<file path="config.mk">
export PLATFORM = sky130hd
export DESIGN_NAME = asid_tlb
export DESIGN_NICKNAME = d
export VERILOG_FILES = /design/src/rtl/atlb_pkg.sv /design/src/rtl/atlb_inv_match.sv /design/src/rtl/atlb_stat_ctr.sv /design/src/rtl/asid_tlb.sv
export SDC_FILE = /design/constraint.sdc
export NUM_CORES = 2
export LEC_CHECK = 0
export BUFFER_PORTS_ARGS = -buffer_cell sky130_fd_sc_hd__buf_2
export CAP_MARGIN = 40
export CORE_AREA = 2 2 278 280
export DETAILED_ROUTE_END_ITERATION = 8
export DIE_AREA = 0 0 280 282
export PLACE_DENSITY = 0.8
export SKIP_LAST_GASP = 1
export SLEW_MARGIN = 20
export SYNTH_ARGS = -nofsm -noshare
export SYNTH_HDL_FRONTEND = slang
export SYNTH_SLANG_ARGS = --single-unit
</file>
<file path="constraint.sdc">
create_clock -name clk -period 3.75 [get_ports clk]
set_input_delay 0.5625 -clock clk [delete_from_list [all_inputs] [get_ports clk]]
set_output_delay 0.5625 -clock clk [all_outputs]
set_load 0.1 [all_outputs]
</file>
<file path="src/rtl/atlb_pkg.sv">
package atlb_pkg;
  localparam int VA_W     = 32;
  localparam int PAGE_SH  = 12;
  localparam int VPN_W    = VA_W - PAGE_SH;
  localparam int PFN_W    = 20;
  localparam int ASID_W   = 2;
  localparam int PERM_W   = 3;

  typedef enum logic [1:0] {
    INV_EVERY   = 2'd0,
    INV_NONE    = 2'd1,
    INV_SECTION = 2'd2,
    INV_GROUP   = 2'd3
  } inv_kind_e;

  typedef struct packed {
    logic              vld;
    logic [ASID_W-1:0] asid;
    logic [VPN_W-1:0]  vpn;
    logic [PFN_W-1:0]  pfn;
    logic [PERM_W-1:0] perm;
  } tlb_ent_t;
endpackage

</file>
<file path="src/rtl/atlb_inv_match.sv">
module atlb_inv_match
  import atlb_pkg::*;
(
  input  tlb_ent_t    ent,
  input  logic [31:0] cmd,
  output logic        sel
);
  inv_kind_e kind;
  logic      addr_ok;
  logic      asid_ok;

  always_comb begin
    kind = inv_kind_e'(cmd[1:0]);
    unique case (kind)
      INV_EVERY:   addr_ok = 1'b1;
      INV_SECTION: addr_ok = (ent.vpn[VPN_W-1:10] == cmd[19:10]);
      INV_GROUP:   addr_ok = (ent.vpn[VPN_W-1:2] == cmd[19:2]);
      default:     addr_ok = 1'b0;
    endcase
    asid_ok = !cmd[31] || (ent.asid == cmd[30:29]);
    sel     = ent.vld && addr_ok && asid_ok;
  end
endmodule

</file>
<file path="src/rtl/atlb_stat_ctr.sv">
module atlb_stat_ctr #(
  parameter int W = 32
) (
  input  logic         clk,
  input  logic         rst_n,
  input  logic         inc,
  output logic [W-1:0] count
);
  logic [W-1:0] cnt_q;
  logic [W-1:0] cnt_d;

  always_comb begin
    cnt_d = cnt_q + W'(1);
  end

  always_ff @(posedge clk or negedge rst_n) begin
    if (!rst_n)   cnt_q <= '0;
    else if (inc) cnt_q <= cnt_d;
  end

  assign count = cnt_q;

  AST_CNT_HOLD: assert property (@(posedge clk) disable iff (!rst_n)
    !inc |=> $stable(cnt_q));
endmodule

</file>
<file path="src/rtl/asid_tlb.sv">
module asid_tlb
  import atlb_pkg::*;
#(
  parameter int ENTRIES = 16,
  parameter int CNT_W   = 32
) (
  input  logic              clk,
  input  logic              rst_n,
  input  logic              lkp_valid,
  input  logic [ASID_W-1:0] lkp_asid,
  input  logic [VA_W-1:0]   lkp_vaddr,
  output logic              res_valid,
  output logic              res_hit,
  output logic [PFN_W-1:0]  res_pfn,
  output logic [PERM_W-1:0] res_perm,
  input  logic              fill_valid,
  input  logic [ASID_W-1:0] fill_asid,
  input  logic [VPN_W-1:0]  fill_vpn,
  input  logic [PFN_W-1:0]  fill_pfn,
  input  logic [PERM_W-1:0] fill_perm,
  input  logic              inv_wr,
  input  logic [31:0]       inv_cmd,
  input  logic              cfg_wr,
  input  logic [31:0]       cfg_wdata,
  output logic [CNT_W-1:0]  hit_count,
  output logic [CNT_W-1:0]  miss_count
);
  localparam int IDX_W = (ENTRIES > 1) ? $clog2(ENTRIES) : 1;

  tlb_ent_t          ent_q [ENTRIES];
  tlb_ent_t          ent_d [ENTRIES];
  logic [IDX_W-1:0]  rr_q, rr_d;
  logic              fl_pend_q, fl_pend_d;
  logic [31:0]       fl_cmd_q, fl_cmd_d;
  logic              stats_en_q;
  logic              res_valid_q, res_hit_q;
  logic [PFN_W-1:0]  res_pfn_q;
  logic [PERM_W-1:0] res_perm_q;

  logic [ENTRIES-1:0] sel_raw, kill, look_hit, fill_hit;
  logic               look_any, fill_match, fill_take;
  logic [PFN_W-1:0]   look_pfn;
  logic [PERM_W-1:0]  look_perm;
  logic [IDX_W-1:0]   fill_idx;
  logic [VPN_W-1:0]   lkp_vpn;

  assign lkp_vpn = lkp_vaddr[VA_W-1:PAGE_SH];

  // per-entry comparators
  for (genvar i = 0; i < ENTRIES; i++) begin : g_ent
    atlb_inv_match u_inv (
      .ent (ent_q[i]),
      .cmd (fl_cmd_q),
      .sel (sel_raw[i])
    );
    assign kill[i]     = fl_pend_q && sel_raw[i];
    assign look_hit[i] = ent_q[i].vld && !kill[i] &&
                         (ent_q[i].asid == lkp_asid) && (ent_q[i].vpn == lkp_vpn);
    assign fill_hit[i] = ent_q[i].vld &&
                         (ent_q[i].asid == fill_asid) && (ent_q[i].vpn == fill_vpn);

    AST_FLUSH_CLEARS: assert property (@(posedge clk) disable iff (!rst_n)
      kill[i] |=> !ent_q[i].vld);
  end

  // result mux and fill slot choice
  always_comb begin
    look_any   = 1'b0;
    look_pfn   = '0;
    look_perm  = '0;
    fill_match = 1'b0;
    fill_idx   = rr_q;
    for (int i = 0; i < ENTRIES; i++) begin
      if (look_hit[i]) begin
        look_any  = 1'b1;
        look_pfn  = look_pfn | ent_q[i].pfn;
        look_perm = look_perm | ent_q[i].perm;
      end
      if (fill_hit[i]) begin
        fill_match = 1'b1;
        fill_idx   = IDX_W'(i);
      end
    end
  end

  // next state
  always_comb begin
    for (int i = 0; i < ENTRIES; i++) begin
      ent_d[i] = ent_q[i];
      if (kill[i]) ent_d[i].vld = 1'b0;
    end
    fill_take = fill_valid && !fl_pend_q;
    if (fill_take) begin
      ent_d[fill_idx] = '{vld: 1'b1, asid: fill_asid, vpn: fill_vpn,
                          pfn: fill_pfn, perm: fill_perm};
    end
    rr_d = rr_q;
    if (fill_take && !fill_match)
      rr_d = (rr_q == IDX_W'(ENTRIES - 1)) ? '0 : rr_q + 1'b1;
    fl_pend_d = inv_wr;
    fl_cmd_d  = inv_cmd;
  end

  // registers
  always_ff @(posedge clk or negedge rst_n) begin
    if (!rst_n) begin
      for (int i = 0; i < ENTRIES; i++) ent_q[i] <= '0;
      rr_q       <= '0;
      fl_pend_q  <= 1'b0;
      fl_cmd_q   <= '0;
      stats_en_q <= 1'b0;
      res_valid_q <= 1'b0;
      res_hit_q  <= 1'b0;
      res_pfn_q  <= '0;
      res_perm_q <= '0;
    end else begin
      for (int i = 0; i < ENTRIES; i++) ent_q[i] <= ent_d[i];
      rr_q        <= rr_d;
      fl_pend_q   <= fl_pend_d;
      if (inv_wr) fl_cmd_q <= fl_cmd_d;
      if (cfg_wr) stats_en_q <= cfg_wdata[31];
      res_valid_q <= lkp_valid;
      if (lkp_valid) begin
        res_hit_q  <= look_any;
        res_pfn_q  <= look_pfn;
        res_perm_q <= look_perm;
      end
    end
  end

  assign res_valid = res_valid_q;
  assign res_hit   = res_hit_q;
  assign res_pfn   = res_pfn_q;
  assign res_perm  = res_perm_q;

  atlb_stat_ctr #(.W(CNT_W)) u_hit_ctr (
    .clk   (clk),
    .rst_n (rst_n),
    .inc   (stats_en_q && lkp_valid && look_any),
    .count (hit_count)
  );

  atlb_stat_ctr #(.W(CNT_W)) u_miss_ctr (
    .clk   (clk),
    .rst_n (rst_n),
    .inc   (stats_en_q && lkp_valid && !look_any),
    .count (miss_count)
  );

  AST_HIT_UNIQUE: assert property (@(posedge clk) disable iff (!rst_n)
    lkp_valid |-> $onehot0(look_hit));
  AST_FILL_DROPPED: assert property (@(posedge clk) disable iff (!rst_n)
    (fl_pend_q && fill_valid) |=> $stable(rr_q));
  AST_MISS_ZERO: assert property (@(posedge clk) disable iff (!rst_n)
    (res_valid && !res_hit) |-> (res_pfn == '0 && res_perm == '0));
endmodule

</file>
==> impl_metrics.csv <==
group,metric,value,unit
run_status,status,"complete, no violations",
grt,grt.total_usage,40.33,%
worst_setup_path,critical_path.startpoint_type,"register",
job,max-cap-violations,0,
synth,synth-warning-count,0,
clocking,ctsLongestPathBuffers,3,
finish,layout.cell_area.non_filler,54590,um^2
timing,timing_limited_maximum_frequency,0.2754,GHz
placed_design,dp_worst_setup_slack,-236.6,ps
timing,final.setup.worst_slack,119.4,ps
placed_design,place_area,51370,um^2
power,p_per_area,684.8,nW/um^2
synth,share_of_async_settable_or_async_resettable_flops_after_synthesis,100.0,%
worst_setup_path,timing.critical_path.cells,"xor2_1 > or4_1 > nand4bb_1 > or4_1 > nand2_1 > buf_4 > o31ai_1 > and2_1 > nand2_2 > buf_12 > mux2_2",
power,pwr-share-seq,44.6,%
timing,finalWorstPathRequiredPeriod,3631,ps
clocking,cts_htree_levels,3,
grt,via_count_of_the_first_global_routing_pass,35820,
clocking,clk_root_buffer_cell,"sky130_fd_sc_hd__clkbuf_16",
route,detailedRoute.firstIterationViolations,4622,
placed_design,place.port_buffers,185,
synth,cell_area_after_synthesis,46600,um^2
route,wirelength,158800,um
route,drt-pass1-iter-count,7,
worst_setup_path,reg2reg_slack,120,ps
power,vdd_ir_drop_max,0.4826,mV
route,vias_per_cell,6.671,
die,core_area,75700,um^2
synth,synth_edf_count,0,
worst_setup_path,slowest_delay,690,ps
synth,yosys-top-cells-area,"sky130_fd_sc_hd__dfrtp_1 46%, sky130_fd_sc_hd__mux2_2 18%, sky130_fd_sc_hd__xor2_1 12%",
worst_setup_path,crit_type,"register to register",
die,core.rowCount,101,
timing,clock_skew,54.27,ps
route,drc,0,
placed_design,gpl.final_weighted_congestion,1.002,
timing,setup_violations_final,0,
clocking,clkSlewWorstSetupHoldPaths,60,ps
clocking,post_cts.repair.setup_buffers,0,
power,power_switching_share,34.75,%
clocking,cts-buffers-inserted,91,
synth,synthesis.area_per_instance,11.82,um^2
finish,num-fill-cells,5119,
worst_setup_path,biggest_fanout_along_the_worst_timing_path,36,
die,ios,238,
die,start_util,61.56,%
power,p_switching,12.99,mW
worst_setup_path,cp_common_cell,"sky130_fd_sc_hd__or4_1",
die,die_w,280,um
route,antenna_violating_nets_post_route,0,
timing,fin_tns_setup,0,ps
route,routed-via-count,35260,
synth,netlist-cell-type-count,56,
synth,synth_largest_area_cell,"sky130_fd_sc_hd__dfrtp_1",
finish,post_route_cells_drive_above_1_share,34.00,%
timing,min_period_over_period,96.81,%
power,power_frac_clock,25.4,%
power,power.combinational.fraction,30.0,%
synth,most_used_standard_cell_by_instance_count_after_synthesis,"sky130_fd_sc_hd__dfrtp_1",
die,vertical_die_dimension,282,um
worst_setup_path,arrival,4160,ps
clocking,tritoncts_num_sinks,854,
power,internal_power,24.39,mW
min_path,hold_path_startpoint,"inv_cmd[11]",
finish,finish.net_count,4385,
grt,grt_antenna_before_repair,5,
worst_setup_path,timing.critical_path.to_type,"register",
worst_setup_path,worst-endpoint-required,4280,ps
synth,synth_sequential_area_ratio,45.86,%
power,power.static_leakage,24.41,nW
timing,worst_pin_slew,879.6,ps
die,die_area,78960,um^2
timing,worst_relative_slew_slack,41.36,%
synth,synthFlopType,"sky130_fd_sc_hd__dfrtp_1",
min_path,min_path_type,"input pin to register",
route,drt-wirelength-per-cell,30.05,um
synth,postSynthCellCount,3943,
grt,grt-ovfl-total,0,
synth,yosys.area.top_type_share,45.86,%
timing,maxSlewViolCount,0,
synth,synth.top_cells.by_count,"854 x sky130_fd_sc_hd__dfrtp_1, 745 x sky130_fd_sc_hd__mux2_2, 617 x sky130_fd_sc_hd__xor2_1, 469 x sky130_fd_sc_hd__xnor2_1, 187 x sky130_fd_sc_hd__nand4_1",
clocking,tritoncts,"yes",
grt,grt_pass1_wl,234700,um
timing,hold_viol_final,0,
worst_setup_path,cpMaxStageDelayCell,"sky130_fd_sc_hd__or4_1",
synth,synth_fp_nets,4095,
placed_design,place.detailed.hpwl,103100,um
grt,grt_max_degree,108,
synth,synth_register_bits,854,
timing,whs,129.6,ps
finish,syn_to_final_growth,17.14,%
clocking,clock_latency,690,ps
worst_setup_path,sum_of_buffers_and_inverters_on_the_critical_path,2,
worst_setup_path,timing.critical_path.max_delay_family,"simple AND/OR/NAND/NOR gates",
-- cell families after synthesis --
group	count (synthesis)	share of synthesized area, %
XOR/XNOR	1086	20.41
flip-flops	854	45.86
multiplexers	747	18.05
AND/OR/NAND/NOR	661	8.081
buffers and inverters	340	3.273
AO/OA/AOI/OAI	252	4.250
adder cells (fa/ha/maj)	3	0.08055
-- metal layers --
metal  GRT usage (%)  vias up  part of all wire (%)
li1                -    14530                     -
met4           22.05        4                   6.5
met2           60.05     2269                    44
met5               0        -                 0.015
met3           10.58      671                    12
met1           54.01    17790                    38
-- power groups by stage --
stage                     Sequential, mW  Clock (mW)  Combinational (mW)
final                               16.7        9.50                11.2
after CTS                           16.6        9.55                11.1
after global routing                17.1        9.92                12.0
after global placement              16.4           0                10.5
after detailed placement            16.6           0                10.9
after floorplan                     15.9           0                8.12
-- cell type report --
type / count / area [um^2] / area share (%)
multi-input combinational: 2749 / 23860 / 43.70
sequential: 854 / 21370 / 39.15
timing repair buffer: 526 / 4920 / 9.012
clock buffer: 130 / 2614 / 4.788
tap: 978 / 1224 / 2.242
clock inverter: 36 / 560.5 / 1.027
inverter: 11 / 41.29 / 0.07564
antenna: 2 / 5.005 / 0.009168
-- layout by cell type (no fill, tap or decap), types with 10 or more instances in the layout --
cell type	Yosys	final
sky130_fd_sc_hd__buf_4	5	226
sky130_fd_sc_hd__xor2_1	617	617
sky130_fd_sc_hd__nand3_1	73	73
sky130_fd_sc_hd__nor2_1	27	27
sky130_fd_sc_hd__dfrtp_1	854	854
sky130_fd_sc_hd__a222oi_1	34	34
sky130_fd_sc_hd__a221oi_1	23	23
sky130_fd_sc_hd__nor3_2	0	13
sky130_fd_sc_hd__inv_1	11	11
sky130_fd_sc_hd__and3_1	22	21
sky130_fd_sc_hd__nor3_1	31	18
sky130_fd_sc_hd__buf_2	184	184
sky130_fd_sc_hd__clkinv_2	0	13
sky130_fd_sc_hd__buf_12	0	113
sky130_fd_sc_hd__a22oi_1	70	70
sky130_fd_sc_hd__clkbuf_8	0	19
sky130_fd_sc_hd__clkbuf_1	133	20
sky130_fd_sc_hd__a22o_1	23	23
sky130_fd_sc_hd__xnor2_1	469	469
sky130_fd_sc_hd__nand2b_1	11	11
sky130_fd_sc_hd__nand4_1	187	187
sky130_fd_sc_hd__nor4_1	164	160
sky130_fd_sc_hd__mux2_2	745	745
sky130_fd_sc_hd__o22a_1	23	23
sky130_fd_sc_hd__o21ai_0	35	34
sky130_fd_sc_hd__clkbuf_16	0	91
sky130_fd_sc_hd__a21oi_1	11	10
sky130_fd_sc_hd__nand2_1	96	93
-- metrics by stage --
| stage | total power, mW | std cells | util (%) |
|---|---|---|---|
| after global placement | 26.93 | 5116 | 67.84 |
| after floorplan | 23.98 | 3943 | - |
| final | 37.38 | 5286 | 72.12 |
| after CTS | 37.17 | 5284 | 72.07 |
| after global routing | 39.04 | 5286 | 72.12 |
| after detailed placement | 27.52 | 5117 | 67.86 |
-- final timing paths --
path / cells past startpoint / end
max in group asynchronous: 4 / asynchronous set/reset pin
min reg2reg: 1 / u_hit_ctr.count[31]$_DFFE_PN0P_
min in group asynchronous: 2 / u_miss_ctr.count[23]$_DFFE_PN0P_
max reg2reg: 11 / register
max: 11 / register
min: 2 / fl_cmd_q[11]$_DFFE_PN0P_
-- timing repair --
| item | CTS | global route |
|---|---|---|
| hold endpoints to repair | 58 | 0 |
| hold buffers | 1 | 0 |
| gates resized for setup | 0 | 7 |
| setup endpoints to repair | 0 | 80 |
No activity file was read; power rests on OpenSTA's default activity.
